$ cat src/rtl/xbar_pkg.sv
package xbar_pkg;
    localparam int NSIG = 13;
    localparam int NRES = 8;
    localparam int SELW = 4;

    function automatic logic [SELW-1:0] res_base(input int r);
        case (r)
            0: return SELW'(1);
            1: return SELW'(3);
            2: return SELW'(7);
            default: return SELW'(r + 6);
        endcase
    endfunction

    function automatic int res_need(input int r, input logic spi4);
        case (r)
            0: return 2;
            1: return spi4 ? 4 : 3;
            2: return 2;
            default: return 1;
        endcase
    endfunction
endpackage

$ cat src/rtl/xbar_cfg_regs.sv
module xbar_cfg_regs #(
    parameter int NPIN = 8,
    parameter int NRES = 8
) (
    input  logic            clk,
    input  logic            rst_n,
    input  logic            we,
    input  logic [NRES-1:0] en_d,
    input  logic            spi4_d,
    input  logic [NPIN-1:0] skip_d,
    input  logic [NPIN-1:0] gout_d,
    input  logic [NPIN-1:0] goe_d,
    output logic [NRES-1:0] en_q,
    output logic            spi4_q,
    output logic [NPIN-1:0] skip_q,
    output logic [NPIN-1:0] gout_q,
    output logic [NPIN-1:0] goe_q
);
    always_ff @(posedge clk or negedge rst_n) begin
        if (!rst_n) begin
            en_q   <= '0;
            spi4_q <= 1'b0;
            skip_q <= '0;
            gout_q <= '0;
            goe_q  <= '0;
        end else if (we) begin
            en_q   <= en_d;
            spi4_q <= spi4_d;
            skip_q <= skip_d;
            gout_q <= gout_d;
            goe_q  <= goe_d;
        end
    end
endmodule

$ cat src/rtl/xbar_alloc.sv
module xbar_alloc
    import xbar_pkg::*;
#(
    parameter int NPIN   = 8,
    parameter int TX_PIN = 4,
    parameter int RX_PIN = 5
) (
    input  logic [NRES-1:0]           en,
    input  logic                      spi4,
    input  logic [NPIN-1:0]           skip,
    output logic [NPIN-1:0][SELW-1:0] sel,
    output logic                      ovf
);
    logic [NPIN-1:0] taken;
    logic            stop;
    logic            found;
    int              need;
    int              free_n;

    always_comb begin
        taken  = skip;
        sel    = '0;
        ovf    = 1'b0;
        stop   = 1'b0;
        found  = 1'b0;
        need   = 0;
        free_n = 0;
        if (en[0]) begin
            taken[TX_PIN] = 1'b1;
            taken[RX_PIN] = 1'b1;
            sel[TX_PIN]   = res_base(0);
            sel[RX_PIN]   = res_base(0) + SELW'(1);
        end
        for (int r = 1; r < NRES; r++) begin
            need = res_need(r, spi4);
            if (en[r] && !stop) begin
                free_n = $countones(~taken);
                if (free_n < need) begin
                    ovf  = 1'b1;
                    stop = 1'b1;
                end else begin
                    for (int k = 0; k < 4; k++) begin
                        if (k < need) begin
                            found = 1'b0;
                            for (int p = 0; p < NPIN; p++) begin
                                if (!found && !taken[p]) begin
                                    found    = 1'b1;
                                    taken[p] = 1'b1;
                                    sel[p]   = res_base(r) + SELW'(k);
                                end
                            end
                        end
                    end
                end
            end
        end
    end
endmodule

$ cat src/rtl/xbar_pin_mux.sv
module xbar_pin_mux
    import xbar_pkg::*;
#(
    parameter int NPIN = 8
) (
    input  logic [NPIN-1:0][SELW-1:0] sel,
    input  logic [NPIN-1:0]           gout,
    input  logic [NPIN-1:0]           goe,
    input  logic [NSIG-1:0]           sig_out,
    input  logic [NSIG-1:0]           sig_oe,
    output logic [NSIG-1:0]           sig_in,
    input  logic [NPIN-1:0]           pin_in,
    output logic [NPIN-1:0]           pin_out,
    output logic [NPIN-1:0]           pin_oe
);
    for (genvar p = 0; p < NPIN; p++) begin : g_pin
        always_comb begin
            pin_out[p] = gout[p];
            pin_oe[p]  = goe[p];
            for (int s = 0; s < NSIG; s++) begin
                if (sel[p] == SELW'(s + 1)) begin
                    pin_out[p] = sig_out[s];
                    pin_oe[p]  = sig_oe[s];
                end
            end
        end
    end

    for (genvar s = 0; s < NSIG; s++) begin : g_sig
        always_comb begin
            sig_in[s] = 1'b1;
            for (int p = 0; p < NPIN; p++) begin
                if (sel[p] == SELW'(s + 1)) sig_in[s] = pin_in[p];
            end
        end
    end
endmodule

$ cat src/rtl/pin_crossbar.sv
module pin_crossbar
    import xbar_pkg::*;
#(
    parameter int NPIN   = 8,
    parameter int TX_PIN = 4,
    parameter int RX_PIN = 5
) (
    input  logic                 clk,
    input  logic                 rst_n,
    input  logic                 cfg_we,
    input  logic [NRES-1:0]      cfg_res_en,
    input  logic                 cfg_spi4,
    input  logic [NPIN-1:0]      cfg_skip,
    input  logic [NPIN-1:0]      cfg_gpio_out,
    input  logic [NPIN-1:0]      cfg_gpio_oe,
    input  logic [NSIG-1:0]      sig_out,
    input  logic [NSIG-1:0]      sig_oe,
    output logic [NSIG-1:0]      sig_in,
    input  logic [NPIN-1:0]      pin_in,
    output logic [NPIN-1:0]      pin_out,
    output logic [NPIN-1:0]      pin_oe,
    output logic [NPIN*SELW-1:0] pin_sel,
    output logic                 overflow
);
    logic [NRES-1:0]           en_q;
    logic                      spi4_q;
    logic [NPIN-1:0]           skip_q;
    logic [NPIN-1:0]           gout_q;
    logic [NPIN-1:0]           goe_q;
    logic [NPIN-1:0][SELW-1:0] sel;

    xbar_cfg_regs #(.NPIN(NPIN), .NRES(NRES)) regs_i (
        .clk(clk), .rst_n(rst_n), .we(cfg_we),
        .en_d(cfg_res_en), .spi4_d(cfg_spi4), .skip_d(cfg_skip),
        .gout_d(cfg_gpio_out), .goe_d(cfg_gpio_oe),
        .en_q(en_q), .spi4_q(spi4_q), .skip_q(skip_q),
        .gout_q(gout_q), .goe_q(goe_q)
    );

    xbar_alloc #(.NPIN(NPIN), .TX_PIN(TX_PIN), .RX_PIN(RX_PIN)) alloc_i (
        .en(en_q), .spi4(spi4_q), .skip(skip_q), .sel(sel), .ovf(overflow)
    );

    xbar_pin_mux #(.NPIN(NPIN)) mux_i (
        .sel(sel), .gout(gout_q), .goe(goe_q),
        .sig_out(sig_out), .sig_oe(sig_oe), .sig_in(sig_in),
        .pin_in(pin_in), .pin_out(pin_out), .pin_oe(pin_oe)
    );

    assign pin_sel = sel;
endmodule

$ cat config.mk
export PLATFORM = sky130hd
export DESIGN_NAME = pin_crossbar
export DESIGN_NICKNAME = d
export VERILOG_FILES = /design/src/rtl/xbar_pkg.sv /design/src/rtl/xbar_cfg_regs.sv /design/src/rtl/xbar_alloc.sv /design/src/rtl/xbar_pin_mux.sv /design/src/rtl/pin_crossbar.sv
export SDC_FILE = /design/constraint.sdc
export NUM_CORES = 1
export LEC_CHECK = 0
export ABC_AREA = 1
export BUFFER_PORTS_ARGS = -buffer_cell sky130_fd_sc_hd__buf_2
export CORE_MARGIN = 2
export CORE_UTILIZATION = 50
export CTS_BUF_LIST = sky130_fd_sc_hd__clkbuf_8 sky130_fd_sc_hd__clkbuf_16
export DETAILED_ROUTE_END_ITERATION = 10
export PLACE_DENSITY = 0.69
export SLEW_MARGIN = 20
export SYNTH_ARGS = -nofsm -noshare
export SYNTH_HDL_FRONTEND = slang
export SYNTH_SLANG_ARGS = --single-unit
$ cat constraint.sdc
create_clock -name clk -period 65.5 [get_ports clk]
set_input_delay 6.55 -clock clk [delete_from_list [all_inputs] [get_ports clk]]
set_output_delay 6.55 -clock clk [all_outputs]
set_load 0.01 [all_outputs]
==> results.md, run 1 <==
- Post-synth EDFFs: 0
- First-pass GRT wire length: 46,460 microns
- Root Buffer: clkbuf_16
- Clock Path Buffers: 2
- Post-DR wirelength/cell: between 15 and 20 microns
- Die area: around 17,000 sq um
- Num CTS Buffers: 5
- Gr usage total: 35.94%
- Launching point of the worst reg2reg path: regs_i.en_q[0]
- Largest net degree at the start of global routing: 58
- Setup Skew: 0 ns
- Asr flop ratio synth: 100.0%
- Synth top area cells: nand2_1, inv_1, dfrtp_1
- Post-CTS resize count: 0
- Syn Std Cell Area: slightly below 8000 sq um
- Crit path top cell by count: inv_1
- Final ANT Viol Nets: 0
- Post-route DRC: 0
- Starting density of the core: 51.36%
- Max-cap viol count: 0
- Fin crit period: 32.94 ns
- Fmax: between 30 and 40 MHz
- Syn_area_per_cell: 5.915 sq um
- Post-CTS Setup Inserts: 0
- Number of fill cells: 1,633
- Max FO, Critical Path: 19
- Vias per inst: 5.573
- DIE HEIGHT: approximately 130 microns
- Cts hold-fix bufs: 0
- Die width: around 130 microns
- Final cell count without fillers: 1,669
- Std cell rows: 45
- Register area: 825.8 sq um
- Commonest cells after routing, fill and taps aside: nand2_1, inv_1, buf_2
- Slew headroom: 32.80%
- Initial antenna violation count: 1
- Worst path slowest cell: dfrtp_1
- HP Start: regs_i.gout_q[2]
- Setup CP Type: reg -> out
- Worst setup path startpoint: regs_i.en_q[0]
- Crit end category: output port
- Ports: approximately 130
- Post-layout nets: 1,616
- Final HPWL from detailed placement: around 26,000 microns
- Slowest Stage Delay on Critical Path: 0.60 ns
- Clk_lat worst skew: roughly 0.28 ns
- Hold Vio Cnt, Final: 0
- Share of cells above drive strength 1: 17.90%
- WL final: 29,860 microns
- Seq cells post-synth: 33
- Initial DRC count: 930
- Ys flop type: dfrtp_1
- Slew @ Worst Pin: 1.000 ns
- Multi-input logic area: approximately 5900 sq um
- # diodes: 0
- Required time of the critical path: between 50 and 60 ns
- Final worst path period share: roughly half
- Placer Congestion: 1.023
- CTS tree: done
- Placed insts: roughly 1,700
- RSZ-0062 raised after global routing: no
- Via count: 9,301
- Aggregate global routing overflow: 0
- WP buf/inv: 32
- Final setup viols: 0
- H-Tree Level Count: 2
- Top delay family on crit path: adder cells
- Syn_nets: around 1,500
- Sequential element share of the synthesized area: 10.50%
- Final number of max-transition violations: 0
- Syn-to-layout area delta: 12.96%
- Final TNS setup: 0 ns
- Hold Crit Class: reg -> reg
- Unique masters post-synth: 48
- Yosys warns: 0
- Vias in the first global route: 8,587
- Clock transition at path regs: 0.05 ns
- Cell count after synthesis: 1,330
- Port bufs: 131
- Outcome: finished, final reports clean
- Area leader, netlist: nand2_1
- Worst setup SP type: flop
- Synth top area share: 13.93%
- Critical path arrival: around 26 ns
- Router iterations before antenna repair: 8
- Most common cell after layout, fill and taps aside: nand2_1
- # clock sinks: 33
- CORE AREA: between 15,000 and 20,000 sq um
-- final timing paths --
check | end | slack (ns) | cells past startpoint
max | pin_oe[2] | 32.56 | 137
min reg2reg | regs_i.gout_q[2] | 0.51 | 1
min in group asynchronous | regs_i.gout_q[3] | 6.32 | 1
max reg2reg | regs_i.en_q[0] | 64.35 | 2
min | regs_i.gout_q[2] | 0.51 | 1
max in group asynchronous | regs_i.spi4_q | 58.71 | 1
-- cells by family after synthesis --
logic type / synth area share, %
AOI/OAI and AO/OA: 22.20
adders and majority gates: 16.83
buffers and inverters: 14.68
DFF: 10.50
muxes: 1.288
and+or+nand+nor: 34.50
-- sequential cells by signal, indices dropped and copies added (netlist names) --
register	flops
regs_i.en_q	8
regs_i.goe_q	8
regs_i.spi4_q	1
regs_i.skip_q	8
regs_i.gout_q	8
-- metrics by stage --
stage                     cell area, sq um  utilization, %  hold WS [ns]  setup slack [ns]
after floorplan                       7866               -        0.4748             35.99
after global placement                8743           57.09        0.4910             33.72
after detailed placement              8743           57.09        0.4980             33.08
after CTS                             8886           58.02        0.5096             32.69
after global routing                  8886           58.02        0.5323             30.33
final                                 8886           58.02        0.5100             32.56
-- per-layer routing --
metal  routed length [microns]  vias up  global-route usage (%)
met5                         0        -                       0
met4                      1144        0                   12.78
met3                      2652       72                   5.161
met2                     12780      486                   55.20
met1                     13290     4201                   51.59
li1                          -     4542                       -
-- cell usage after synthesis (2+ instances only) --
cell / number
nand2_1: 292
inv_1: 267
o21ai_0: 124
nor2_1: 113
a21oi_1: 93
nand3_1: 67
ha_1: 61
dfrtp_1: 33
o211ai_1: 32
fa_1: 28
nand2_2: 27
inv_2: 24
nor2_2: 19
nor3_1: 19
nand4_1: 14
o22ai_1: 13
o21ai_1: 11
nor2_4: 10
mux2_2: 9
clkbuf_1: 8
nand3_2: 7
nor3_2: 6
o2111ai_1: 6
a31oi_1: 5
o221ai_1: 5
or2_2: 4
a21oi_2: 3
a22oi_1: 3
nand2_4: 3
buf_1: 2
clkinv_1: 2
nand3_4: 2
o21ai_2: 2
o21bai_1: 2
-- area by class of cell --
type | instances | share of cell area [%]
multi-input cells | 991 | 66.23
repair buffers | 132 | 7.463
clock buffers | 5 | 1.408
well taps | 211 | 2.971
inverters | 294 | 12.43
flip-flops and latches | 33 | 9.293
clock inverters | 3 | 0.1971
Power of run 1 is left out: the tool's default activity adds up to more than one toggle a clock period on the data nets, which glitch-free logic cannot reach.
==> inputs of run 2 (changes only) <==
clock period = 30.9 ns   (was 65.5 ns; I/O delays follow)
==> run 2 against run 1 <==
Effect of this change:
- cell count did not move
- register-to-register slack got worse by 34 ns
- clock-buffer cell count did not move
- worst setup slack got worse by 30 ns
- flip-flop and latch count did not move
- worst hold slack got worse by 0.0047 ns
- die area did not move
- global-route usage fell by 0.51 points
- final area rose by 0.35%
- non-clock buffer count did not move
- critical endpoint is now pin_oe[1]
- clock skew did not move
==> results.md, run 2 (same netlist as run 1, synthesis figures left out) <==
- Outcome: finished, final reports clean
- Fmax: roughly 35 MHz
- Final worst path period share: ~93%
- Ports: 132 (unchanged)
- Max FO, Critical Path: 19 (unchanged)
- Crit end category: output port
- Post-layout nets: 1,616 (unchanged)
- Clk_lat worst skew: 0.28 ns (about the same)
- # clock sinks: 33 (unchanged)
- Std cell rows: 45 (unchanged)
- Final number of max-transition violations: 0 (unchanged)
- Aggregate global routing overflow: 0 (unchanged)
- Worst setup SP type: flop
- Final setup viols: 0 (unchanged)
- Starting density of the core: 51.36% (unchanged)
- Vias in the first global route: 8,408 (-2.1%)
- Slew headroom: 29.48% (-3.3 points)
- WL final: 29,830 microns (about the same)
- Num CTS Buffers: 5 (unchanged)
- CORE AREA: 15,310 sq um (unchanged)
- CTS tree: done
- Vias per inst: 5.588 (+0.28%)
- Post-DR wirelength/cell: 17.87 microns (about the same)
- Required time of the critical path: 27.81 ns (-31.14 ns)
- Final TNS setup: 0 ns (unchanged)
- Clock transition at path regs: 0.05 ns (about the same)
- Hold Vio Cnt, Final: 0 (unchanged)
- Initial antenna violation count: 0 (-1)
- Clock Path Buffers: 2 (unchanged)
- Max-cap viol count: 0 (unchanged)
- Syn-to-layout area delta: 13.36%
- Die width: 129.4 microns (unchanged)
- Router iterations before antenna repair: 5 (-3)
- First-pass GRT wire length: 45,440 microns (-2.2%)
- Largest net degree at the start of global routing: 58 (unchanged)
- Post-CTS Setup Inserts: 0 (unchanged)
- Hold Crit Class: reg -> reg
- Setup CP Type: reg -> out
- Initial DRC count: 895 (-3.8%)
- Via count: 9,327 (+0.28%)
- Root Buffer: clkbuf_16
- Placer Congestion: 1.050 (+2.7%)
- Port bufs: 131 (unchanged)
- Worst path slowest cell: fa_1
- Post-route DRC: 0 (unchanged)
- Slowest Stage Delay on Critical Path: 0.55 ns (-0.05 ns)
- # diodes: 0 (unchanged)
- Commonest cells after routing, fill and taps aside: nand2_1, inv_1, buf_2
- Critical path arrival: 25.65 ns (-0.74 ns)
- Share of cells above drive strength 1: 18.18% (+0.27 points)
- Most common cell after layout, fill and taps aside: nand2_1
- Die area: 16,750 sq um (unchanged)
- H-Tree Level Count: 2 (unchanged)
- Setup Skew: 0 ns (unchanged)
- Number of fill cells: 1,656 (+1.4%)
- Crit path top cell by count: inv_1
- DIE HEIGHT: 129.4 microns (unchanged)
- Slew @ Worst Pin: 1.050 ns (+0.04936 ns)
- RSZ-0062 raised after global routing: no
- Gr usage total: 35.43% (-0.51 points)
- Min Hold Slack: 0.5053 ns (-0.004679 ns)
- Fin crit period: 28.74 ns
- Final HPWL from detailed placement: 25,430 microns (-0.28%)
- Final ANT Viol Nets: 0 (unchanged)
-- run 2: cell counts in the layout (fill, tap and decap cells not counted) --
Identical to the previous run, type by type.
-- run 2: through the flow --
stage                     utilization [%]  instance area, sq um  cells  worst slack, ns
after floorplan                         -                  7866   1330            4.846
after detailed placement            57.09                  8743   1661            2.043
final                               58.23                  8917   1669            2.156
after global routing                58.23                  8917   1669          0.04406
after CTS                           58.02                  8886   1669            1.681
after global placement              57.09                  8743   1661            2.591
-- run 2: layer usage --
layer	vias to the layer above	wire length (microns)	track usage [%]
met2	478	12650	54.52
met5	-	0	0
li1	4551	-	-
met1	4236	13380	51.16
met4	0	1055	12.97
met3	62	2753	4.211
-- run 2: worst max-delay path: cells and delay by family, from the launching register on --
kind	cells	cell delay [ns]
buffers and inverters	33	2.48
adder cells (fa/ha/maj)	34	12.22
AO/OA/AOI/OAI	12	2.38
flip-flops	1	0.51
AND/OR/NAND/NOR	58	7.73
-- run 2: timing repair --
item | 4_1_cts | 5_1_grt
endpoints found under the setup margin | 0 | 23
hold buffers | 0 | 0
gates resized for setup | 0 | 9
-- run 2: final cells by class --
cell class                      count  area (sq um)  area share, %
Clock buffer                        5         125.1          1.403
Tap cell                          211         264.0          2.961
Multi-Input combinational cell    991          5912          66.30
Clock inverter                      3         17.52         0.1964
Sequential cell                    33         828.3          9.289
Timing Repair Buffer              132         663.1          7.437
Inverter                          294          1107          12.42
-- run 2: path summary, 6_finish.rpt --
path	start	to	depth (start not counted)	slack (ns)
min	regs_i.gout_q[2]	regs_i.gout_q[2]	1	0.51
max	regs_i.en_q[0]	pin_oe[1]	137	2.16
min reg2reg	regs_i.gout_q[2]	regs_i.gout_q[2]	1	0.51
max in group asynchronous	rst_n	regs_i.skip_q[0]	1	27.50
min in group asynchronous	rst_n	regs_i.gout_q[7]	1	2.87
max reg2reg	regs_i.skip_q[0]	regs_i.skip_q[0]	2	29.90
Power of run 2 is left out for the same reason.
